`src/rtl/alu_cc_pkg.sv`:
```
package alu_cc_pkg;
  localparam int FN_W = 4;

  typedef enum logic [FN_W-1:0] {
    OP_ADD = 4'd0,
    OP_SUB = 4'd1,
    OP_AND = 4'd2,
    OP_XOR = 4'd3
  } op_e;

  typedef enum logic [FN_W-1:0] {
    C_ALWAYS = 4'd0,
    C_LE     = 4'd1,
    C_LT     = 4'd2,
    C_EQ     = 4'd3,
    C_NE     = 4'd4,
    C_GE     = 4'd5,
    C_GT     = 4'd6
  } cond_e;

  typedef struct packed {
    logic z;
    logic s;
    logic o;
  } flags_t;

  localparam flags_t FLAGS_RST = '{z: 1'b1, s: 1'b0, o: 1'b0};
endpackage

```
`src/rtl/alu_core.sv`:
```
module alu_core
  import alu_cc_pkg::*;
#(
  parameter int W = 32
) (
  input  logic [FN_W-1:0] fn,
  input  logic [W-1:0]    a,
  input  logic [W-1:0]    b,
  output logic [W-1:0]    res,
  output flags_t          nflags
);
  localparam int MSB = W - 1;

  logic [W-1:0] b_minus_a;
  logic         ov;

  assign b_minus_a = b - a;

  always_comb begin
    res = '0;
    ov  = 1'b0;
    case (fn)
      OP_ADD: begin
        res = a + b;
        ov  = (a[MSB] == b[MSB]) && (res[MSB] != a[MSB]);
      end
      OP_SUB: begin
        res = b_minus_a;
        ov  = (a[MSB] != b[MSB]) && (res[MSB] != b[MSB]);
      end
      OP_AND: res = a & b;
      OP_XOR: res = a ^ b;
      default: res = '0;
    endcase
  end

  assign nflags.z = (res == '0);
  assign nflags.s = res[MSB];
  assign nflags.o = ov;
endmodule

```
`src/rtl/cc_reg.sv`:
```
module cc_reg
  import alu_cc_pkg::*;
(
  input  logic   clk,
  input  logic   rst_n,
  input  logic   wr,
  input  flags_t d,
  output flags_t q
);
  always_ff @(posedge clk) begin
    if (!rst_n)  q <= FLAGS_RST;
    else if (wr) q <= d;
  end
endmodule

```
`src/rtl/cond_eval.sv`:
```
module cond_eval
  import alu_cc_pkg::*;
(
  input  logic [FN_W-1:0] cfn,
  input  flags_t          f,
  output logic            hit
);
  logic lt;
  assign lt = f.s ^ f.o;

  always_comb begin
    case (cfn)
      C_ALWAYS: hit = 1'b1;
      C_LE:     hit = lt | f.z;
      C_LT:     hit = lt;
      C_EQ:     hit = f.z;
      C_NE:     hit = ~f.z;
      C_GE:     hit = ~lt;
      C_GT:     hit = ~lt & ~f.z;
      default:  hit = 1'b0;
    endcase
  end
endmodule

```
`src/rtl/out_stage.sv`:
```
module out_stage #(
  parameter int W = 32
) (
  input  logic         clk,
  input  logic         rst_n,
  input  logic         load,
  input  logic [W-1:0] d,
  input  logic         take,
  output logic         valid,
  output logic [W-1:0] q
);
  always_ff @(posedge clk) begin
    if (!rst_n) begin
      valid <= 1'b0;
      q     <= '0;
    end else begin
      if (load) begin
        valid <= 1'b1;
        q     <= d;
      end else if (take) begin
        valid <= 1'b0;
      end
    end
  end
endmodule

```
`src/rtl/alu_cc_unit.sv`:
```
module alu_cc_unit
  import alu_cc_pkg::*;
#(
  parameter int W = 32
) (
  input  logic            clk,
  input  logic            rst_n,
  input  logic            in_valid,
  output logic            in_ready,
  input  logic [FN_W-1:0] in_fn,
  input  logic [W-1:0]    in_a,
  input  logic [W-1:0]    in_b,
  input  logic            in_set_cc,
  output logic            out_valid,
  input  logic            out_ready,
  output logic [W-1:0]    out_result,
  input  logic [FN_W-1:0] cond_fn,
  output logic            cond_true,
  output logic            flag_z,
  output logic            flag_s,
  output logic            flag_o
);
  logic         accept;
  logic [W-1:0] res;
  flags_t       nflags;
  flags_t       cur;

  assign in_ready = !out_valid || out_ready;
  assign accept   = in_valid && in_ready;

  alu_core #(.W(W)) u_core (
    .fn(in_fn), .a(in_a), .b(in_b), .res(res), .nflags(nflags)
  );

  cc_reg u_cc (
    .clk(clk), .rst_n(rst_n), .wr(accept && in_set_cc), .d(nflags), .q(cur)
  );

  cond_eval u_cond (.cfn(cond_fn), .f(cur), .hit(cond_true));

  out_stage #(.W(W)) u_out (
    .clk(clk), .rst_n(rst_n), .load(accept), .d(res),
    .take(out_ready), .valid(out_valid), .q(out_result)
  );

  assign flag_z = cur.z;
  assign flag_s = cur.s;
  assign flag_o = cur.o;
endmodule

```
`config.mk`:
```
export PLATFORM = sky130hd
export DESIGN_NAME = alu_cc_unit
export DESIGN_NICKNAME = d
export VERILOG_FILES = /design/src/rtl/alu_cc_pkg.sv /design/src/rtl/alu_core.sv /design/src/rtl/cc_reg.sv /design/src/rtl/cond_eval.sv /design/src/rtl/out_stage.sv /design/src/rtl/alu_cc_unit.sv
export SDC_FILE = /design/constraint.sdc
export NUM_CORES = 1
export LEC_CHECK = 0
export ABC_AREA = 1
export BUFFER_PORTS_ARGS = -buffer_cell sky130_fd_sc_hd__buf_2
export CORE_MARGIN = 3
export CORE_UTILIZATION = 45
export DETAILED_ROUTE_END_ITERATION = 10
export GPL_ROUTABILITY_DRIVEN = 0
export HOLD_SLACK_MARGIN = 0.12
export PLACE_DENSITY_LB_ADDON = 0.08
export SLEW_MARGIN = 0
export SYNTH_ARGS = -nofsm -noshare
export SYNTH_HDL_FRONTEND = slang
export SYNTH_HIERARCHICAL = 1
export SYNTH_SLANG_ARGS = --single-unit
```
`constraint.sdc`:
```
create_clock -name clk -period 2.59 [get_ports clk]
set_clock_uncertainty 0.1 [all_clocks]
set_input_delay 0.259 -clock clk [delete_from_list [all_inputs] [get_ports clk]]
set_output_delay 0.259 -clock clk [all_outputs]
set_load 0.1 [all_outputs]
```
==> impl_metrics.yaml, run 1 <==
setup_path:
  r2r_end: "u_out/q[9]"
  worstPathArrival_ns: 2.56
  cp.buffers_inverters: 4
  end_kind: "flop"
  crit_required_ns: 2.70
  startpoint: "in_a[5]"
  slowest_delay_ns: 0.32
  critPathKind: "in -> reg"
  cp-start-kind: "primary input"
  reg2reg_depth: 6
  reg2reg_from: "u_out/valid"
  critPathTopFamily: "simple AND/OR/NAND/NOR gates"
  crit_end: "u_cc/q[2]"
  rrSetupSlack_ns: 1.15
  path_max_fanout: 8
  crit_chain: "buf_2, inv_1, ha_1, buf_4, nor2_4, nand2_1, inv_1, nand2_2, nand2_2, nand2_1, nand3_1, nand2_1, nor2_1, nand2_1, nor2_2, nand3_1, nor2_1, nand2_1, nor2_1, nand2_1, nand3_1"
  path_common_cell: "nand2_1"
  worst-path-stages: 21
  cp_slowest_cell: "ha_1"
layout:
  layout-drive-gt1-share: 0.298
  fill_cells: 1866
  instances_no_fill: 1957
  nets: 1874
  area_delta_synth_final_pct: 28.1
  utilization: 0.593
  n_antenna_cell: 0
synthesis:
  ys.flop_type: "dfxtp_1"
  syn-num-nets: 1612
  yosys.area.top_type: "nand2_1"
  syn_area_per_cell_um2: 5.49
  synth_most_common_cell: "nand2_1"
  syn_inst: 1469
  yosysWarningCount: 6
  async_flop_share: 0
  synth.distinct_cells: 45
  synth_top_area_frac: 0.196
  synth_edf_count: 0
  syn_area_um2: 8060
  ys_seq_area_frac: 0.0894
  synth-seq-cells: 36
  ys_top_cells_by_area: "nand2_1 (20%), inv_1 (13%), ha_1 (9.9%)"
  ys_top_cells_by_count: "nand2_1 (420), inv_1 (273), nor2_1 (145)"
pwr:
  powerDensity_nw_per_um2: 350
  vdd_drop_max_v: 0.000596
  power_leakage_uw: 0.00613
sta:
  period_share: 0.947
  relSlewSlack: 0.618
  slew_violations: 0
  min_period_ns: 2.45
  setup_tns_ns: 0
  timing.final.ws_setup_ns: 0.138
  finalHoldViolCount: 0
  setup_viol_count_final: 0
  whs_ns: 0.156
  worstMarginPinSlew_ns: 0.573
  clock.fmax_ghz: 0.408
global_route:
  grt_max_degree: 37
  use_met2: 0.461
  antenna_found_initial: 0
  grt_pass1_vias: 9041
  use_met1: 0.356
  met3_usage: 0.0337
  grtUsageTotal: 0.275
  busiest_layer: "met2"
  overflow: 0
  grt_pass1_wl_um: 44200
clocking:
  cts_sinks: 36
  cts_tree: "built"
  cts-buffers-inserted: 5
  ctsLongestPathBuffers: 2
  cts_root_buf: "clkbuf_16"
  htree_levels: 2
  worstSkewPairLatency_ns: 0.27
  clk_pin_slew_ns: 0.05
drt:
  drt_wl_total_um: 27600
  wire_per_inst_um: 14.1
  dr_total_vias: 9797
  post_drt_via_cell_ratio: 5.01
  drtIter0Drc: 945
  drtAntennaViolNets: 0
  route.detailed.drc: 0
  first_pass_iters: 5
placed_design:
  placedCellCount: 1947
  pre_cts_slack_ns: -0.176
  dp_hpwl_um: 23500
  io_buffer_count: 114
floorplanning:
  die_y_um: 140
  dieArea_um2: 19600
  core_area_um2: 17400
  die_w_um: 140
  start_util: 0.463
  rows: 48
  io_pins: 115
flow_run:
  max-cap-violations: 0
run_status:
  status: "finished clean"
worst_hold_path:
  hp-class: "in -> reg"
## worst reg2reg max path: cells and delay by family (launching register included)
kind	cells	cell delay, ns
buffers and inverters	2	0.48
flip-flops	1	0.37
AND/OR/NAND/NOR	4	0.43
## layout by cell type, fill, tap and decap left out, types with 3 or more instances in the layout
master,synthesis,final
nand4_1,27,27
nand3_2,19,23
o21ai_1,7,7
o21bai_1,5,5
nand2_4,10,10
ha_2,0,10
a21oi_2,7,8
a21oi_1,36,35
nand2_1,420,420
clkbuf_16,0,5
nand3_1,130,126
nor3_1,5,4
buf_12,0,12
buf_4,13,180
nand3b_1,5,5
inv_1,273,271
buf_2,9,114
nor3_2,4,5
nand2_2,36,36
inv_2,40,42
inv_4,3,3
nor2_4,13,14
and2_1,5,5
o21ai_0,49,49
o22ai_1,28,28
dfxtp_1,36,36
nor2_2,32,38
nor2_1,145,138
ha_1,64,54
## through the flow
step                instance area [um^2]  power (uW)
global placement                   10100        2890
floorplan                           8060        2160
CTS                                10200        3580
finish                             10300        3610
detailed placement                 10100        2910
global route                       10300        3870
## kinds of logic after synthesis
kind of cell / count (synthesis) / share of synthesized area
fa+ha+maj: 66 / 0.104
simple gates: 861 / 0.506
flops: 36 / 0.0894
xor+xnor: 2 / 0.00217
compound gates: 136 / 0.0964
buf+inv: 368 / 0.201
## worst min path at each step
stage | from | slack (ns) | cells past startpoint | to
CTS | out_ready | 0.15 | 4 | u_out/valid
floorplan | rst_n | 0.24 | 1 | u_cc/q[2]
global placement | u_out/q[0] | 0.37 | 2 | u_out/q[0]
detailed placement | u_out/q[27] | 0.38 | 2 | u_out/q[27]
global route | out_ready | 0.16 | 4 | u_out/valid
finish | out_ready | 0.16 | 4 | u_out/valid
## layout make-up
type                            instances  area, um^2  area share
Inverter                              317        1200       0.116
Timing Repair Buffer                  306        2160       0.209
Sequential cell                        36         721      0.0698
Clock inverter                          3        42.5     0.00412
Tap cell                              225         282      0.0273
Multi-Input combinational cell       1065        5800       0.561
Clock buffer                            5         125      0.0121
## per-layer routing
metal  part of all wire  vias to the layer above  routed length (um)
met5                  0                        -                   0
met2               0.45                      375               12600
met1               0.43                     4311               11800
li1                   -                     5040                   -
met4              0.046                        0                1270
met3              0.072                       71                1990
## flip-flops by register name (all words and copies together) (netlist names)
signal	cells
u_out/q	32
u_out/valid	1
u_cc/q	3
## what timing repair did
item	4_1_cts	5_1_grt
setup buffers	0	2
endpoints found under the setup margin	0	2
hold buffers	0	0
resized for setup	0	27
## where the power goes
part           total [uW]  internal (uW)  switching [uW]
combinational        2330            840            1490
clock                 666            451             215
sequential            618            596            22.6
total                3610           1890            1730
Note: power is estimated with default switching activity, not from simulation.
==> inputs of run 2 (changes only) <==
- ABC_AREA: 1 -> default
==> run 2 against run 1 <==
  * The flow now finishes with violations (setup timing)
  * Critical path depth is 3 lower
  * Register-to-register slack worse by 0.17 ns
  * Hold slack better by 0.063 ns
  * Synthesized cell count is 40% lower
  * Count of clock-buffer cells in the layout is 1 higher
  * Combinational power is 9.0% higher
  * Die area is 21% lower
  * Wire length is 1.0% higher
  * Worst setup slack worse by 1.6 ns
  * Total power is 5.3% higher
  * Highest routed layer unchanged
==> impl_metrics.yaml, run 2 <==
run_status:
  status: "complete, but fails checks"
  violations: "setup timing"
worst_hold_path:
  hp-class: "in -> reg"
  worstHoldPathCells: 3
  hold_start: "out_ready"
  holdPathEnd: "u_out/valid"
setup_path:
  path_max_fanout: 4
  rrSetupSlack_ns: 0.98
  reg2reg_depth: 5
  path_common_cell: "or4b_4"
  reg2reg_from: "u_out/valid"
  cp_slowest_cell: "or4b_4"
  crit_chain: "buf_8, ha_4, inv_2, fa_2, buf_4, nor2_4, o311ai_4, a21o_1, a31o_1, a2111o_1, or4b_4, or4_4, nor4_4, nand3b_1, or4b_4, nor3_2, mux2i_1, nand2_1"
  worstPathArrival_ns: 4.13
  cp-start-kind: "primary input"
  crit_required_ns: 2.70
  critPathKind: "in -> reg"
  r2r_end: "u_out/q[21]"
  end_kind: "flop"
  slowest_delay_ns: 0.54
floorplanning:
  dieArea_um2: 15500
  die_y_um: 124
  rows: 42
  start_util: 0.468
  core_area_um2: 13500
  die_w_um: 124
  io_pins: 115
global_route:
  use_met2: 0.520
  use_met1: 0.436
  busiest_layer: "met2"
  grt_pass1_wl_um: 42700
  grt_max_degree: 37
  overflow: 0
  met3_usage: 0.0540
  antenna_found_initial: 0
  grtUsageTotal: 0.325
  grt_pass1_vias: 8555
clocking:
  clk_pin_slew_ns: 0.05
  worstSkewPairLatency_ns: 0.27
  ctsLongestPathBuffers: 2
  cts-buffers-inserted: 5
  htree_levels: 2
  cts_sinks: 36
  cts_root_buf: "clkbuf_16"
  cts_tree: "built"
  hold_buffers: 0
drt:
  dr_total_vias: 8901
  wire_per_inst_um: 18.9
  drtIter0Drc: 943
  first_pass_iters: 5
  route.detailed.drc: 0
  post_drt_via_cell_ratio: 6.02
  drtAntennaViolNets: 0
  drt_wl_total_um: 27900
layout:
  area_delta_synth_final_pct: 70.9
  reg_top3: "u_out/q x32, u_cc/q x3, u_out/valid x1"
  n_antenna_cell: 0
  mostFrequentLayoutCells: "buf_4 (339), buf_2 (106), nor2_1 (72), nand2_1 (70), inv_1 (58)"
  regMostFlops: "u_out/q"
  stdcell_area_um2: 10800
  layout_commonest_cell: "buf_4"
  largest_register_ffs: 32
  fill_cells: 922
  nets: 1445
  layout-drive-gt1-share: 0.483
  instances_no_fill: 1479
synthesis:
  synth_top_area_frac: 0.127
  ys_seq_area_frac: 0.114
  ys.flop_type: "dfxtp_1"
  ys_top_cells_by_area: "ha_1 (13%), dfxtp_1 (11%), mux2i_1 (7.2%)"
  yosysWarningCount: 6
  synth-seq-cells: 36
  yosys.area.top_type: "ha_1"
  syn-num-nets: 1023
  syn_inst: 880
  syn_area_um2: 6300
  ys_top_cells_by_count: "nor2_1 (77), nand2_1 (74), a21oi_1 (72)"
  synth.distinct_cells: 88
  synth_edf_count: 0
  async_flop_share: 0
  synth_most_common_cell: "nor2_1"
  syn_area_per_cell_um2: 7.16
sta:
  setup_viol_count_final: 23
  min_period_ns: 4.02
  slew_violations: 0
  finalHoldViolCount: 0
  period_share: 1.55
  whs_ns: 0.220
  timing.final.ws_setup_ns: -1.43
  worstMarginPinSlew_ns: 0.575
  clock.fmax_ghz: 0.249
  setup_tns_ns: -10.79
  rsz0062_at_grt: "yes"
  relSlewSlack: 0.614
placed_design:
  io_buffer_count: 114
  dp_hpwl_um: 20100
  dpl_cell_area_um2: 9460
  placedCellCount: 1450
pwr:
  power_leakage_uw: 0.00510
  powerDensity_nw_per_um2: 354
  total_power_uw: 3810
  vdd_drop_max_v: 0.000556
flow_run:
  max-cap-violations: 0
-- run 2: what timing repair did --
item                                    in CTS  in global routing
endpoints found under the setup margin      27                 26
pin swaps                                   41                 40
buffers inserted                            19                  8
gates resized for setup                    138                 64
-- run 2: logic make-up after synthesis --
family / Yosys count / synth area share
AO/OA/AOI/OAI: 289 / 0.318
buffers and inverters: 122 / 0.0862
XOR/XNOR: 19 / 0.0264
AND/OR/NAND/NOR: 300 / 0.243
multiplexers: 48 / 0.0787
adder cells (fa/ha/maj): 66 / 0.133
flip-flops: 36 / 0.114
-- run 2: worst max-delay path: cells and delay by family --
kind / cells / cell delay (ns)
buffers and inverters: 3 / 0.27
multiplexers: 1 / 0.09
adder cells (fa/ha/maj): 2 / 0.51
AO/OA/AOI/OAI: 4 / 0.91
AND/OR/NAND/NOR: 8 / 2.09
-- run 2: power breakdown --
| part | internal (uW) | switching [uW] |
|---|---|---|
| logic | 1140 | 1390 |
| clock network | 452 | 217 |
| registers | 580 | 17.4 |
| total | 2180 | 1630 |
-- run 2: worst max path at each step --
stage / startpoint / endpoint / slack [ns]
after floorplan: in_b[0] / u_cc/q[2] / -1.27
after global placement: in_a[0] / u_cc/q[2] / -1.70
after detailed placement: in_b[0] / u_cc/q[2] / -1.80
after CTS: in_b[0] / u_cc/q[2] / -1.33
after global routing: in_a[0] / u_cc/q[2] / -1.57
final: in_a[0] / u_cc/q[2] / -1.43
-- run 2: cell type report --
type | instances | area, um^2 | share of cell area
inverters | 68 | 260 | 0.0242
flip-flops and latches | 36 | 721 | 0.0670
repair buffers | 469 | 3360 | 0.312
multi-input cells | 722 | 6040 | 0.561
clock inverters | 2 | 35.0 | 0.00326
clock buffers | 6 | 129 | 0.0120
well taps | 176 | 220 | 0.0205
-- run 2: routing by layer --
layer / vias to the layer above / share of wire
met2: 605 / 0.45
met1: 4084 / 0.40
met4: 0 / 0.046
met5: - / 0
met3: 135 / 0.10
li1: 4077 / -
-- run 2: per-stage QoR --
| stage | utilization | setup slack [ns] |
|---|---|---|
| 2_1_floorplan | - | -1.27 |
| 3_3_place_gp | 0.703 | -1.70 |
| 3_5_place_dp | 0.703 | -1.80 |
| 4_1_cts | 0.773 | -1.33 |
| 5_1_grt | 0.800 | -1.57 |
| 6_report | 0.800 | -1.43 |
